--- config.mk ---
export PLATFORM = sky130hd
export DESIGN_NAME = nvreg_bank
export DESIGN_NICKNAME = d
export VERILOG_FILES = /design/src/rtl/nvreg_pkg.sv /design/src/rtl/nvb_stage.sv /design/src/rtl/nvb_timer.sv /design/src/rtl/nvb_store.sv /design/src/rtl/nvreg_bank.sv
export SDC_FILE = /design/constraint.sdc
export NUM_CORES = 1
export LEC_CHECK = 0
export BUFFER_PORTS_ARGS = -buffer_cell sky130_fd_sc_hd__clkbuf_2
export CAP_MARGIN = 10
export CORE_ASPECT_RATIO = 0.8
export CORE_MARGIN = 3
export CORE_UTILIZATION = 50
export DETAILED_ROUTE_END_ITERATION = 6
export PLACE_DENSITY = 0.67
export SYNTH_ARGS = -nofsm -noshare
export SYNTH_HDL_FRONTEND = slang
export SYNTH_SLANG_ARGS = --single-unit
--- constraint.sdc ---
create_clock -name clk -period 10.35 [get_ports clk]
set_input_delay 1.035 -clock clk [delete_from_list [all_inputs] [get_ports clk]]
set_output_delay 1.035 -clock clk [all_outputs]
set_load 0.05 [all_outputs]
--- src/rtl/nvreg_pkg.sv ---
package nvreg_pkg;

    typedef enum logic [1:0] {
        KIND_HOST   = 2'd0,
        KIND_XFER   = 2'd1,
        KIND_GLOBAL = 2'd2,
        KIND_NONE   = 2'd3
    } req_kind_e;

    function automatic int sel_width(input int n);
        return (n > 1) ? $clog2(n) : 1;
    endfunction

endpackage

--- src/rtl/nvb_stage.sv ---
module nvb_stage
    import nvreg_pkg::*;
#(
    parameter int NUM_POTS = 4,
    parameter int NUM_REGS = 4,
    parameter int DW       = 6,
    localparam int PW      = sel_width(NUM_POTS),
    localparam int RW      = sel_width(NUM_REGS),
    localparam int VW      = NUM_POTS * DW
) (
    input  logic                clk,
    input  logic                rst_n,
    input  logic                load,
    input  logic [1:0]          kind,
    input  logic [PW-1:0]       pot,
    input  logic [RW-1:0]       rsel,
    input  logic [DW-1:0]       host_data,
    input  logic [VW-1:0]       wiper_vals,
    input  logic                clear,
    output logic                pend,
    output logic [NUM_POTS-1:0] pend_mask,
    output logic [RW-1:0]       pend_reg,
    output logic [VW-1:0]       pend_vals
);

    typedef struct packed {
        logic [NUM_POTS-1:0] mask;
        logic [RW-1:0]       rsel;
        logic [VW-1:0]       vals;
    } stage_t;

    stage_t stg_d, stg_q;

    always_comb begin
        stg_d = stg_q;
        if (clear) begin
            stg_d.mask = '0;
        end
        if (load) begin
            stg_d.mask = '0;
            stg_d.rsel = rsel;
            for (int p = 0; p < NUM_POTS; p++) begin
                if (kind == KIND_GLOBAL) begin
                    stg_d.mask[p]          = 1'b1;
                    stg_d.vals[p*DW +: DW] = wiper_vals[p*DW +: DW];
                end else if (pot == PW'(p)) begin
                    stg_d.mask[p] = 1'b1;
                    if (kind == KIND_HOST) begin
                        stg_d.vals[p*DW +: DW] = host_data;
                    end else begin
                        stg_d.vals[p*DW +: DW] = wiper_vals[p*DW +: DW];
                    end
                end
            end
        end
    end

    always_ff @(posedge clk) begin
        if (!rst_n) begin
            stg_q <= '0;
        end else begin
            stg_q <= stg_d;
        end
    end

    assign pend      = |stg_q.mask;
    assign pend_mask = stg_q.mask;
    assign pend_reg  = stg_q.rsel;
    assign pend_vals = stg_q.vals;

endmodule

--- src/rtl/nvb_timer.sv ---
module nvb_timer #(
    parameter int BUSY_TICKS = 10000,
    localparam int CW        = $clog2(BUSY_TICKS + 1)
) (
    input  logic clk,
    input  logic rst_n,
    input  logic start,
    input  logic tick,
    output logic busy,
    output logic done
);

    localparam logic [CW-1:0] LAST = CW'(BUSY_TICKS - 1);

    typedef struct packed {
        logic          busy;
        logic [CW-1:0] cnt;
    } tmr_t;

    tmr_t tmr_d, tmr_q;

    always_comb begin
        tmr_d = tmr_q;
        done  = tmr_q.busy && tick && (tmr_q.cnt == LAST);
        if (start) begin
            tmr_d.busy = 1'b1;
            tmr_d.cnt  = '0;
        end else if (tmr_q.busy && tick) begin
            if (tmr_q.cnt == LAST) begin
                tmr_d.busy = 1'b0;
                tmr_d.cnt  = '0;
            end else begin
                tmr_d.cnt = tmr_q.cnt + 1'b1;
            end
        end
    end

    always_ff @(posedge clk) begin
        if (!rst_n) begin
            tmr_q <= '0;
        end else begin
            tmr_q <= tmr_d;
        end
    end

    assign busy = tmr_q.busy;

endmodule

--- src/rtl/nvb_store.sv ---
module nvb_store
    import nvreg_pkg::*;
#(
    parameter int NUM_POTS = 4,
    parameter int NUM_REGS = 4,
    parameter int DW       = 6,
    localparam int PW      = sel_width(NUM_POTS),
    localparam int RW      = sel_width(NUM_REGS),
    localparam int VW      = NUM_POTS * DW,
    localparam int CELLW   = NUM_POTS * NUM_REGS * DW
) (
    input  logic                clk,
    input  logic                rst_n,
    input  logic                load,
    input  logic [NUM_POTS-1:0] load_mask,
    input  logic [RW-1:0]       load_reg,
    input  logic [VW-1:0]       load_vals,
    input  logic                apply,
    input  logic [PW-1:0]       rd_pot,
    input  logic [RW-1:0]       rd_reg,
    output logic [DW-1:0]       rd_data,
    output logic [VW-1:0]       recall_vals,
    output logic [CELLW-1:0]    cells_flat
);

    typedef struct packed {
        logic [NUM_POTS-1:0] mask;
        logic [RW-1:0]       rsel;
        logic [VW-1:0]       vals;
        logic [CELLW-1:0]    cells;
    } store_t;

    store_t st_d, st_q;

    always_comb begin
        st_d = st_q;
        if (load) begin
            st_d.mask = load_mask;
            st_d.rsel = load_reg;
            st_d.vals = load_vals;
        end
        if (apply) begin
            for (int p = 0; p < NUM_POTS; p++) begin
                if (st_q.mask[p]) begin
                    st_d.cells[(p*NUM_REGS + int'(st_q.rsel))*DW +: DW] =
                        st_q.vals[p*DW +: DW];
                end
            end
        end
    end

    always_ff @(posedge clk) begin
        if (!rst_n) begin
            st_q <= '0;
        end else begin
            st_q <= st_d;
        end
    end

    always_comb begin
        rd_data = st_q.cells[(int'(rd_pot)*NUM_REGS + int'(rd_reg))*DW +: DW];
    end

    for (genvar p = 0; p < NUM_POTS; p++) begin : g_recall
        assign recall_vals[p*DW +: DW] = st_q.cells[(p*NUM_REGS)*DW +: DW];
    end

    assign cells_flat = st_q.cells;

endmodule

--- src/rtl/nvreg_bank.sv ---
module nvreg_bank
    import nvreg_pkg::*;
#(
    parameter int NUM_POTS   = 4,
    parameter int NUM_REGS   = 4,
    parameter int DW         = 6,
    parameter int BUSY_TICKS = 10000,
    localparam int PW        = sel_width(NUM_POTS),
    localparam int RW        = sel_width(NUM_REGS),
    localparam int VW        = NUM_POTS * DW,
    localparam int CELLW     = NUM_POTS * NUM_REGS * DW
) (
    input  logic          clk,
    input  logic          rst_n,
    input  logic          req_valid,
    input  logic [1:0]    req_kind,
    input  logic [PW-1:0] req_pot,
    input  logic [RW-1:0] req_reg,
    input  logic [DW-1:0] req_data,
    input  logic [VW-1:0] wiper_vals,
    input  logic          cs_fall,
    input  logic          cs_rise,
    input  logic          wp_n,
    input  logic          tick,
    input  logic [PW-1:0] rd_pot,
    input  logic [RW-1:0] rd_reg,
    output logic [DW-1:0] rd_data,
    output logic          busy,
    output logic [VW-1:0] recall_vals
);

    logic                stage_pend;
    logic [NUM_POTS-1:0] stage_mask;
    logic [RW-1:0]       stage_reg;
    logic [VW-1:0]       stage_vals;
    logic                stage_load;
    logic                commit_go;
    logic                timer_done;
    logic [CELLW-1:0]    cells_flat;

    assign stage_load = req_valid && !busy && (req_kind != KIND_NONE);
    assign commit_go  = cs_rise && stage_pend && wp_n && !busy;

    nvb_stage #(
        .NUM_POTS (NUM_POTS),
        .NUM_REGS (NUM_REGS),
        .DW       (DW)
    ) u_stage (
        .clk        (clk),
        .rst_n      (rst_n),
        .load       (stage_load),
        .kind       (req_kind),
        .pot        (req_pot),
        .rsel       (req_reg),
        .host_data  (req_data),
        .wiper_vals (wiper_vals),
        .clear      (cs_fall || cs_rise),
        .pend       (stage_pend),
        .pend_mask  (stage_mask),
        .pend_reg   (stage_reg),
        .pend_vals  (stage_vals)
    );

    nvb_timer #(
        .BUSY_TICKS (BUSY_TICKS)
    ) u_timer (
        .clk   (clk),
        .rst_n (rst_n),
        .start (commit_go),
        .tick  (tick),
        .busy  (busy),
        .done  (timer_done)
    );

    nvb_store #(
        .NUM_POTS (NUM_POTS),
        .NUM_REGS (NUM_REGS),
        .DW       (DW)
    ) u_store (
        .clk         (clk),
        .rst_n       (rst_n),
        .load        (commit_go),
        .load_mask   (stage_mask),
        .load_reg    (stage_reg),
        .load_vals   (stage_vals),
        .apply       (timer_done),
        .rd_pot      (rd_pot),
        .rd_reg      (rd_reg),
        .rd_data     (rd_data),
        .recall_vals (recall_vals),
        .cells_flat  (cells_flat)
    );

endmodule

---- Word level (Yosys, flattened, before mapping) ----
Index checks and enable logic that the tools add are counted.
word-level totals
  bits of input ports ..................... 47
  bits in latches ......................... 0
  RAM bits ................................ 0
  flip-flop bits (word level) ............. 171
  output and inout port bits .............. 31
  word-level logic and storage cells ...... 104
  ROM bits ................................ 0
  memories ................................ 0
cells by class
  $mul .................................... 5
  div/mod/pow operators ................... 0
  bitwise operators ....................... 1
  add/sub/neg operators ................... 9
  magnitude comparators ................... 0
  shift operators ......................... 9
  equality and inequality tests ........... 6
  mux-type cells .......................... 37
  reduce and logical (&&, ||, !) cells .... 25
operators with widths
  kind                       number
  $mux W96                   7
  $bwmux W96                 4
  $shift A6 B33 Y96 const A  4
  $shiftx A6 B33 Y96         4
  $neg A32 Y33               4
  $mul A32 B3 Y31 const B    4
  $shiftx A96 B32 Y6         1
  $mux W6                    12
  $mux W15                   2
  $mux W30                   1
  $add A14 B1 Y14 const B    1
  $eq A14 B14 Y1 const B     1
  $mux W14                   1
  $reduce_bool A2 Y1         7
  $add A4 B2 Y5 const A      2
  $reduce_and A2 Y1          5
  $mux W1                    9
  $logic_and A1 B1 Y1        7
  $eq A2 B2 Y1 const B       3
  $add A4 B2 Y5              1
  $add A3 B2 Y4 const A      1
  $logic_not A2 Y1           2
  $mul A2 B2 Y4 const B      1
  $mux W4                    1
  other kinds (7)            7

---- Depth between registers and ports, before layout ----
Gate-level depths: netlist (run 1).
  depth after elaboration ................. 14
  mapped depth ............................ 15
  gate-level depth less buffers ........... 11

---- By module ----
Synthesis (run 1) repeated with hierarchy kept, for this count alone.
second synthesis, totals
  cells, all modules ...................... 1590
  area total of the unflattened synthesis .. 12549.5 µm²
by module, submodules not included
  module      seq. area each (µm²)  area each (µm²)  cells an instance  instances
  nvb_store   2522.4                10467.5          1359               1
  nvb_stage   600.6                 1302.5           145                1
  nvb_timer   300.3                 747.0            82                 1
  nvreg_bank  0.0                   32.5             4                  1

---- Worst setup path after synthesis (run 1) ----
Ideal clock, no wire load.
  path kind ............................... input to output
  start point ............................. input port rd_pot[0]
  end point ............................... output port rd_data[5]
  setup slack ............................. 5287 ps
  data arrival time ....................... 4028 ps
  required time ........................... 9315 ps
  cell stages on the path ................. 12
  buffers on the path ..................... 2
  path through ............................ ha_1 -> ha_1 -> inv_1 -> fa_1 -> clkbuf_1 -> buf_1 -> nand2_1 -> nand2_1 -> o21ai_0 -> a211oi_1 -> a21oi_1 -> o22ai_1
between the ends
  word-level cells in the longest chain between the ends .. 3
ends and longest elaborated chain
  what                line              source
  from (decl)         nvreg_bank.sv:25  input logic [PW-1:0] rd_pot,
  $add A4 B2 Y5       nvb_store.sv:61   rd_data = st_q.cells[(int'(rd_pot)*NUM_REGS + int'(rd_reg))*DW +: DW];
  $mul A32 B3 Y31     nvb_store.sv:61
  $shiftx A96 B32 Y6  nvb_store.sv:61
  to (decl)           nvreg_bank.sv:27  output logic [DW-1:0] rd_data,
No other way between the ends.

---- Final worst setup path (run 1) ----
  start point ............................. register u_store.st_q[120] (netlist name)
  end point ............................... register u_store.st_q (netlist bit u_store.cells_flat[45])
between the ends
  word-level cells in the longest chain between the ends .. 14
  elaborated cells on any way between the ends .. 30
  those cells by class .................... add/sub: 7; mul: 4; shift: 8; mux: 11
ends and longest elaborated chain
  what                                                   line             source
  from (decl)                                            nvb_store.sv:33  store_t st_d, st_q;
  from (signal assigned)                                 nvb_store.sv:56  st_q <= st_d;
  branches (longest 13 deep; another with $neg A32 Y33)  -
  $mux W96 (*)                                           nvb_store.sv:44  if (st_q.mask[p]) begin
Mark *: on every way between the ends. The select of a mux whose other input is x is not followed.
A chain may end at the register's enable or synchronous reset.

==> results of run 1 <==
-- layout by cell type, fill, tap and decap left out, types with 12 or more instances in the layout --
cell and count:
a211oi_1 14, a21boi_0 57, a21oi_1 119, a22oi_1 24, a31oi_1 27, and2_1 43
and3_1 21, buf_4 28, clkbuf_16 17, clkbuf_2 75, dfxtp_1 170, ha_1 15
inv_1 19, mux2_2 12, mux2i_1 29, mux4_2 67, nand2_1 291, nand3_1 76
nand4_1 23, nor2_1 105, nor2b_1 29, nor3_1 36, o211a_1 25, o211ai_1 25
o21ai_0 96, o22ai_1 13, o31ai_1 15
-- cell families (layout without fill, tap and decap cells) --
kind of cell,after synthesis,count (layout)
simple gates,692,692
compound gates,517,517
buf+inv,187,153
flops,171,171
mux,108,108
fa+ha+maj,19,19
xor+xnor,19,19
other cells,0,2
-- worst max-delay path: cells and delay by family (launching register included) --
| kind | cells | cell delay [ns] |
|---|---|---|
| simple gates | 2 | 0.38 |
| flops | 1 | 0.32 |
| compound gates | 5 | 1.26 |
| fa+ha+maj | 2 | 1.16 |
| buf+inv | 5 | 2.19 |
-- power by group --
part           internal (mW)  switching, mW
clock                  0.346          0.298
sequential             0.669         0.0125
combinational         0.0670          0.127
total                   1.08          0.437
-- final cells by class --
cell class,instances,area [µm²]
timing repair buffer,103,586
clock buffer,20,457
multi-input combinational,1355,9160
inverter,19,71.3
fill,2592,12100
sequential,171,3420
tap,357,447
antenna,2,5.00
clock inverter,11,109
-- metal layers --
layer	share of wire (%)	track usage (%)	up-vias	wire [µm]
met2	40	53.6	1076	22900
li1	-	-	6244	-
met4	4.7	14.8	0	2670
met3	15	14.9	201	8550
met1	40	54.1	6795	22900
met5	0	0	-	0
-- worst min-delay path by stage --
stage	start	end	slack, ns	depth (start not counted)
2_1_floorplan	u_store.cells_flat[94]	u_store.cells_flat[94]	0.44	2
3_3_place_gp	u_store.cells_flat[94]	u_store.cells_flat[94]	0.45	2
3_5_place_dp	u_store.cells_flat[94]	u_store.cells_flat[94]	0.46	2
4_1_cts	u_stage.pend_reg[1]	u_store.st_q[121]	0.47	2
5_1_grt	u_stage.pend_vals[2]	u_store.st_q[98]	0.48	2
6_report	u_stage.pend_reg[1]	u_store.st_q[121]	0.46	2
-- through the flow --
| stage | area, µm² | utilization (%) | hold slack (ns) | power [mW] |
|---|---|---|---|---|
| after global placement | 13700 | 51.9 | 0.454 | 0.883 |
| after floorplan | 13400 | - | 0.441 | 0.834 |
| after detailed placement | 13700 | 51.9 | 0.459 | 0.886 |
| after CTS | 14300 | 54.0 | 0.466 | 1.51 |
| final | 14300 | 54.0 | 0.462 | 1.52 |
| after global routing | 14300 | 54.0 | 0.481 | 1.56 |
==> out/qor.txt, run 1 <==
status -> complete, no violations
first-pass GRT wire length -> 84600 µm
clock buffer depth -> 2
non-filler cells in the finished layout -> 2038
setup slack at placement -> 5.20 ns
Leak Pwr -> 5.03 nW
Worst Setup Slack, final -> 4.93 ns
Setup crit start -> u_store.st_q[120]
CP cell instances -> buf_4 -> inv_1 -> ha_1 -> buf_4 -> ha_1 -> buf_4 -> nor2b_1 -> buf_4 -> a22oi_1 -> o2bb2ai_1 -> a221o_1 -> o311a_1 -> a21oi_1 -> nor2b_1
most common cell in the netlist -> nand2_1
r2r setup slk -> 4.93 ns
Max FO, Critical Path -> 84
critical path endpoint -> u_store.cells_flat[45]
Tcrit/Tclk final -> 52.4%
clk_lat worst skew -> 0.45 ns
PD cells -> 107 mW/mm²
Synth async-reset ratio -> 0%
Starting DRT DRC Count -> 2137
CP Class -> flip-flop to flip-flop
DR vias/cell -> 7.02
normalized max-slew margin -> 15.6%
CTS clk-pin slew, worst paths -> 0.07 ns
Post-Synth Adder-Cell Area -> 1.82%
Top cell by count, worst path -> buf_4
Critical Path Sink Type -> flip-flop
Hold-fix buffers, CTS -> 0
core area -> 0.0264 mm²
Total GRT Usage -> 38.6%
Critical R2R Launch -> u_store.st_q[120]
initial antenna violation count -> 0
num rows -> 53
arrival time at the worst endpoint -> 5.81 ns
Max VDD drop -> 0.139 mV
max_cap viols -> 0
combinational family with the most area after synthesis -> compound AO/OA/AOI/OAI gates
final wirelength -> 57000 µm
RSZ-0062 raised after global routing -> false
post-synthesis cell count -> 1713
vias -> 14300
Critical Path Slowest Stage Cell -> ha_1
synthesized net count -> 1779
Resize count post-CTS -> 0
mux cell area share after synthesis -> 14.4%
die width -> 189 µm
post-synthesis simple-gate area fraction -> 24.6%
CTS Buf Count -> 17
Clock Sinks -> 171
Worst path max stage delay -> 0.80 ns
Seq/Total Area, Yosys -> 25.5%
routed length per placed instance -> 28.0 µm
min Tclk post-route -> 5.42 ns
vias in the first global route -> 13000
skew final -> 0.0135 ns
Area Growth Syn to Fin -> 6.08%
DRT Pass-1 Iters -> 6
synthesized flop and latch total -> 171
DIE AREA -> 0.0289 mm²
measured slew at the worst slew-check pin -> 1.25 ns
CTS tree -> done
Sum Neg Setup Slack -> 0 ns
Placed Instances -> 2005
Synth Area in Compound Gates -> 25.9%
htree depth -> 4
clk root buf -> clkbuf_16
Avg Cell Area, Syn -> 7.85 µm²
Startpoint Class -> flip-flop
Hold Violations, Final -> 0
Yosys top cell by area -> dfxtp_1
top-area cell type share of the netlist area -> 25.5%
Die H -> 153 µm
WP data required -> 10.74 ns
Routed Antenna Nets -> 0
Initial Util -> 50.9%
# port buffers -> 77
Yosys cell types -> 85
worst reg2reg endpoint -> u_store.cells_flat[45]
I/O pin total -> 78
fmax -> 0.184 GHz
final setup vio count -> 0
FF-to-FF path depth -> 14
Slew Limit Fails -> 0
Post CTS Setup Buffer Count -> 0
largest cells by area after synthesis -> dfxtp_1 25%, mux4_2 11%, nand2_1 8.1%, a21oi_1 4.4%, o21ai_0 3.6%
largest net degree at the start of global routing -> 85
hold crit path type -> flip-flop to flip-flop
Final #Nets -> 1733
final RePlAce weighted congestion -> 1.08
dpl hpwl -> 41700 µm
share of cells above drive strength 1 -> 14.2%
Yosys warnings -> 0
EDFF count, synth -> 0
top cells by count, synth -> 291 x nand2_1, 171 x dfxtp_1, 119 x a21oi_1, 105 x nor2_1, 97 x o21ai_0
DRC -> 0
number of flip-flops in the largest register -> 96
Synth Area in XOR/XNOR -> 1.24%
Most used DFF post-synth -> dfxtp_1
Mapped Area -> 0.0134 mm²
GR Overflow Total -> 0
Note: power is estimated with default switching activity, not from simulation.
==> run 2, diff against run 1 <==
--- a/config.mk
+++ b/config.mk
@@ -11,7 +11,7 @@
 export CORE_MARGIN = 3
 export CORE_UTILIZATION = 50
 export DETAILED_ROUTE_END_ITERATION = 6
-export PLACE_DENSITY = 0.67
+export PLACE_DENSITY = 0.7
 export SYNTH_ARGS = -nofsm -noshare
 export SYNTH_HDL_FRONTEND = slang
 export SYNTH_SLANG_ARGS = --single-unit
==> constraint.sdc (replaced) <==
create_clock -name clk -period 4.35 [get_ports clk]
set_input_delay 0.435 -clock clk [delete_from_list [all_inputs] [get_ports clk]]
set_output_delay 0.435 -clock clk [all_outputs]
set_load 0.05 [all_outputs]
==> out/qor.txt, run 2 (same netlist as run 1, synthesis figures left out) <==
status -> complete, no violations
Leak Pwr -> 5.24 nW (+4.2%)
sequential share of power -> 43.7% (-1.1 points)
PD cells -> 254 mW/mm² (+140%)
final instance area -> 0.0146 mm² (+2.3%)
Top Metal Used -> met4
Hold Violations, Final -> 0 (unchanged)
GR Overflow Total -> 0 (unchanged)
power share of the combinational group -> 12.9% (about the same)
normalized max-slew margin -> 14.3% (-1.3 points)
max_cap viols -> 0 (unchanged)
Final #Nets -> 1771 (+2.2%)
Clock Sinks -> 171 (unchanged)
Startpoint Class -> primary input
Hold Slack -> 0.227 ns (-0.235 ns)
vias in the first global route -> 13300 (+2.3%)
CP Class -> primary input to primary output
first-pass GRT wire length -> 88000 µm (+4.0%)
clk_lat worst skew -> 0.46 ns (about the same)
largest net degree at the start of global routing -> 83 (-2.4%)
measured slew at the worst slew-check pin -> 1.29 ns (+0.0330 ns)
Area Growth Syn to Fin -> 8.54%
Initial Util -> 50.9% (unchanged)
total power -> 3.70 mW (+140%)
Tcrit/Tclk final -> 83.0%
Post CTS Setup Buffer Count -> 0 (unchanged)
num rows -> 53 (unchanged)
dpl hpwl -> 44300 µm (+6.4%)
arrival time at the worst endpoint -> 3.18 ns (-2.63 ns)
CTS clk-pin slew, worst paths -> 0.07 ns (about the same)
Routed Antenna Nets -> 0 (unchanged)
Max FO, Critical Path -> 14 (-83%)
DR vias/cell -> 7.05 (+0.35%)
die width -> 189 µm (unchanged)
min Tclk post-route -> 3.61 ns
Hold-fix buffers, CTS -> 0 (unchanged)
DRT Pass-1 Iters -> 6 (unchanged)
Slew Limit Fails -> 0 (unchanged)
Total GRT Usage -> 40.3% (+1.7 points)
metal3 WL -> 8120 µm (-5.1%)
Critical R2R Launch -> u_store.st_q[120]
share of cells above drive strength 1 -> 16.2% (+1.9 points)
most common cell after layout, fill and taps aside -> nand2_1
core area -> 0.0264 mm² (unchanged)
switch share -> 29.1% (+0.35 points)
Worst Setup Slack, final -> 0.738 ns (-4.19 ns)
CTS Buf Count -> 17 (unchanged)
Die H -> 153 µm (unchanged)
# port buffers -> 77 (unchanged)
Clk pwr share -> 43.3% (+0.9 points)
DIE AREA -> 0.0289 mm² (unchanged)
Placed Area -> 0.0140 mm² (+2.3%)
routed length per placed instance -> 28.6 µm (+2.0%)
Starting DRT DRC Count -> 2261 (+5.8%)
P_sw -> 1.08 mW (+150%)
final RePlAce weighted congestion -> 1.05 (-3.0%)
# diodes -> 0 (-2)
Max VDD drop -> 0.282 mV (+100%)
clock buffer depth -> 2 (unchanged)
WP data required -> 3.91 ns (-6.83 ns)
hold crit path type -> primary input to flip-flop
clk root buf -> clkbuf_16
number of flip-flops in the largest register -> 96 (unchanged)
met2 wire len -> 24200 µm (+5.7%)
vias -> 14600 (+2.2%)
skew final -> 0.0121 ns (-0.00143 ns)
RSZ-0062 raised after global routing -> false
Setup crit start -> rd_pot[0]
commonest cells after routing, fill and taps aside -> 291 x nand2_1, 170 x dfxtp_1, 119 x a21oi_1
htree depth -> 4 (unchanged)
setup slack at placement -> 0.801 ns (-4.40 ns)
initial antenna violation count -> 0 (unchanged)
Critical Path Sink Type -> primary output
I/O pin total -> 78 (unchanged)
fmax -> 0.277 GHz
cell-internal power -> 2.62 mW (+140%)
Resize count post-CTS -> 0 (unchanged)
final setup vio count -> 0 (unchanged)
Post-Route M1 WL -> 24200 µm (+5.6%)
HP Start -> req_reg[1]
DRC -> 0 (unchanged)
Sum Neg Setup Slack -> 0 ns (unchanged)
CTS tree -> done
final wirelength -> 59300 µm (+3.9%)
[run 2: cell type report]
class                      count  area (µm²)
tap                          357         447
inverter                      19        71.3
clock buffer                  18         429
sequential                   171        3420
timing repair buffer         141         896
clock inverter                14         163
multi-input combinational   1355        9160
fill                        2603       11800
[run 2: layer usage]
| layer | vias to the layer above | track usage [%] |
|---|---|---|
| met3 | 196 | 11.2 |
| met2 | 1080 | 56.9 |
| met1 | 7018 | 58.3 |
| met4 | 0 | 15.6 |
| met5 | - | 0 |
| li1 | 6333 | - |
[run 2: final timing paths]
| check | end | slack [ns] | cells after the start |
|---|---|---|---|
| max | rd_data[4] | 0.74 | 12 |
| min | u_stage.pend_reg[1] | 0.23 | 3 |
| max reg2reg | u_store.cells_flat[25] | 0.83 | 9 |
| min reg2reg | u_store.st_q[121] | 0.46 | 2 |
[run 2: power by group through the flow]
stage                     sequential [mW]  combinational [mW]  clock (mW)
after CTS                            1.62               0.467        1.60
final                                1.62               0.479        1.60
after detailed placement             1.65               0.466           0
after global routing                 1.62               0.511        1.66
after global placement               1.65               0.459           0
after floorplan                      1.64               0.343           0
[run 2: worst max-delay path, stage by stage]
cell      delay (ns)
clkbuf_2        0.10
ha_1            0.30
ha_2            0.19
inv_1           0.05
fa_1            0.64
buf_4           0.29
mux4_2          0.23
inv_1           0.04
o221ai_1        0.15
o21ai_0         0.22
o21ai_1         0.21
clkbuf_2        0.30
[run 2: through the flow]
stage	std cells	utilization [%]
after floorplan	1713	-
after global placement	2043	53.0
after detailed placement	2043	53.0
after CTS	2075	55.3
after global routing	2075	55.3
final	2075	55.3
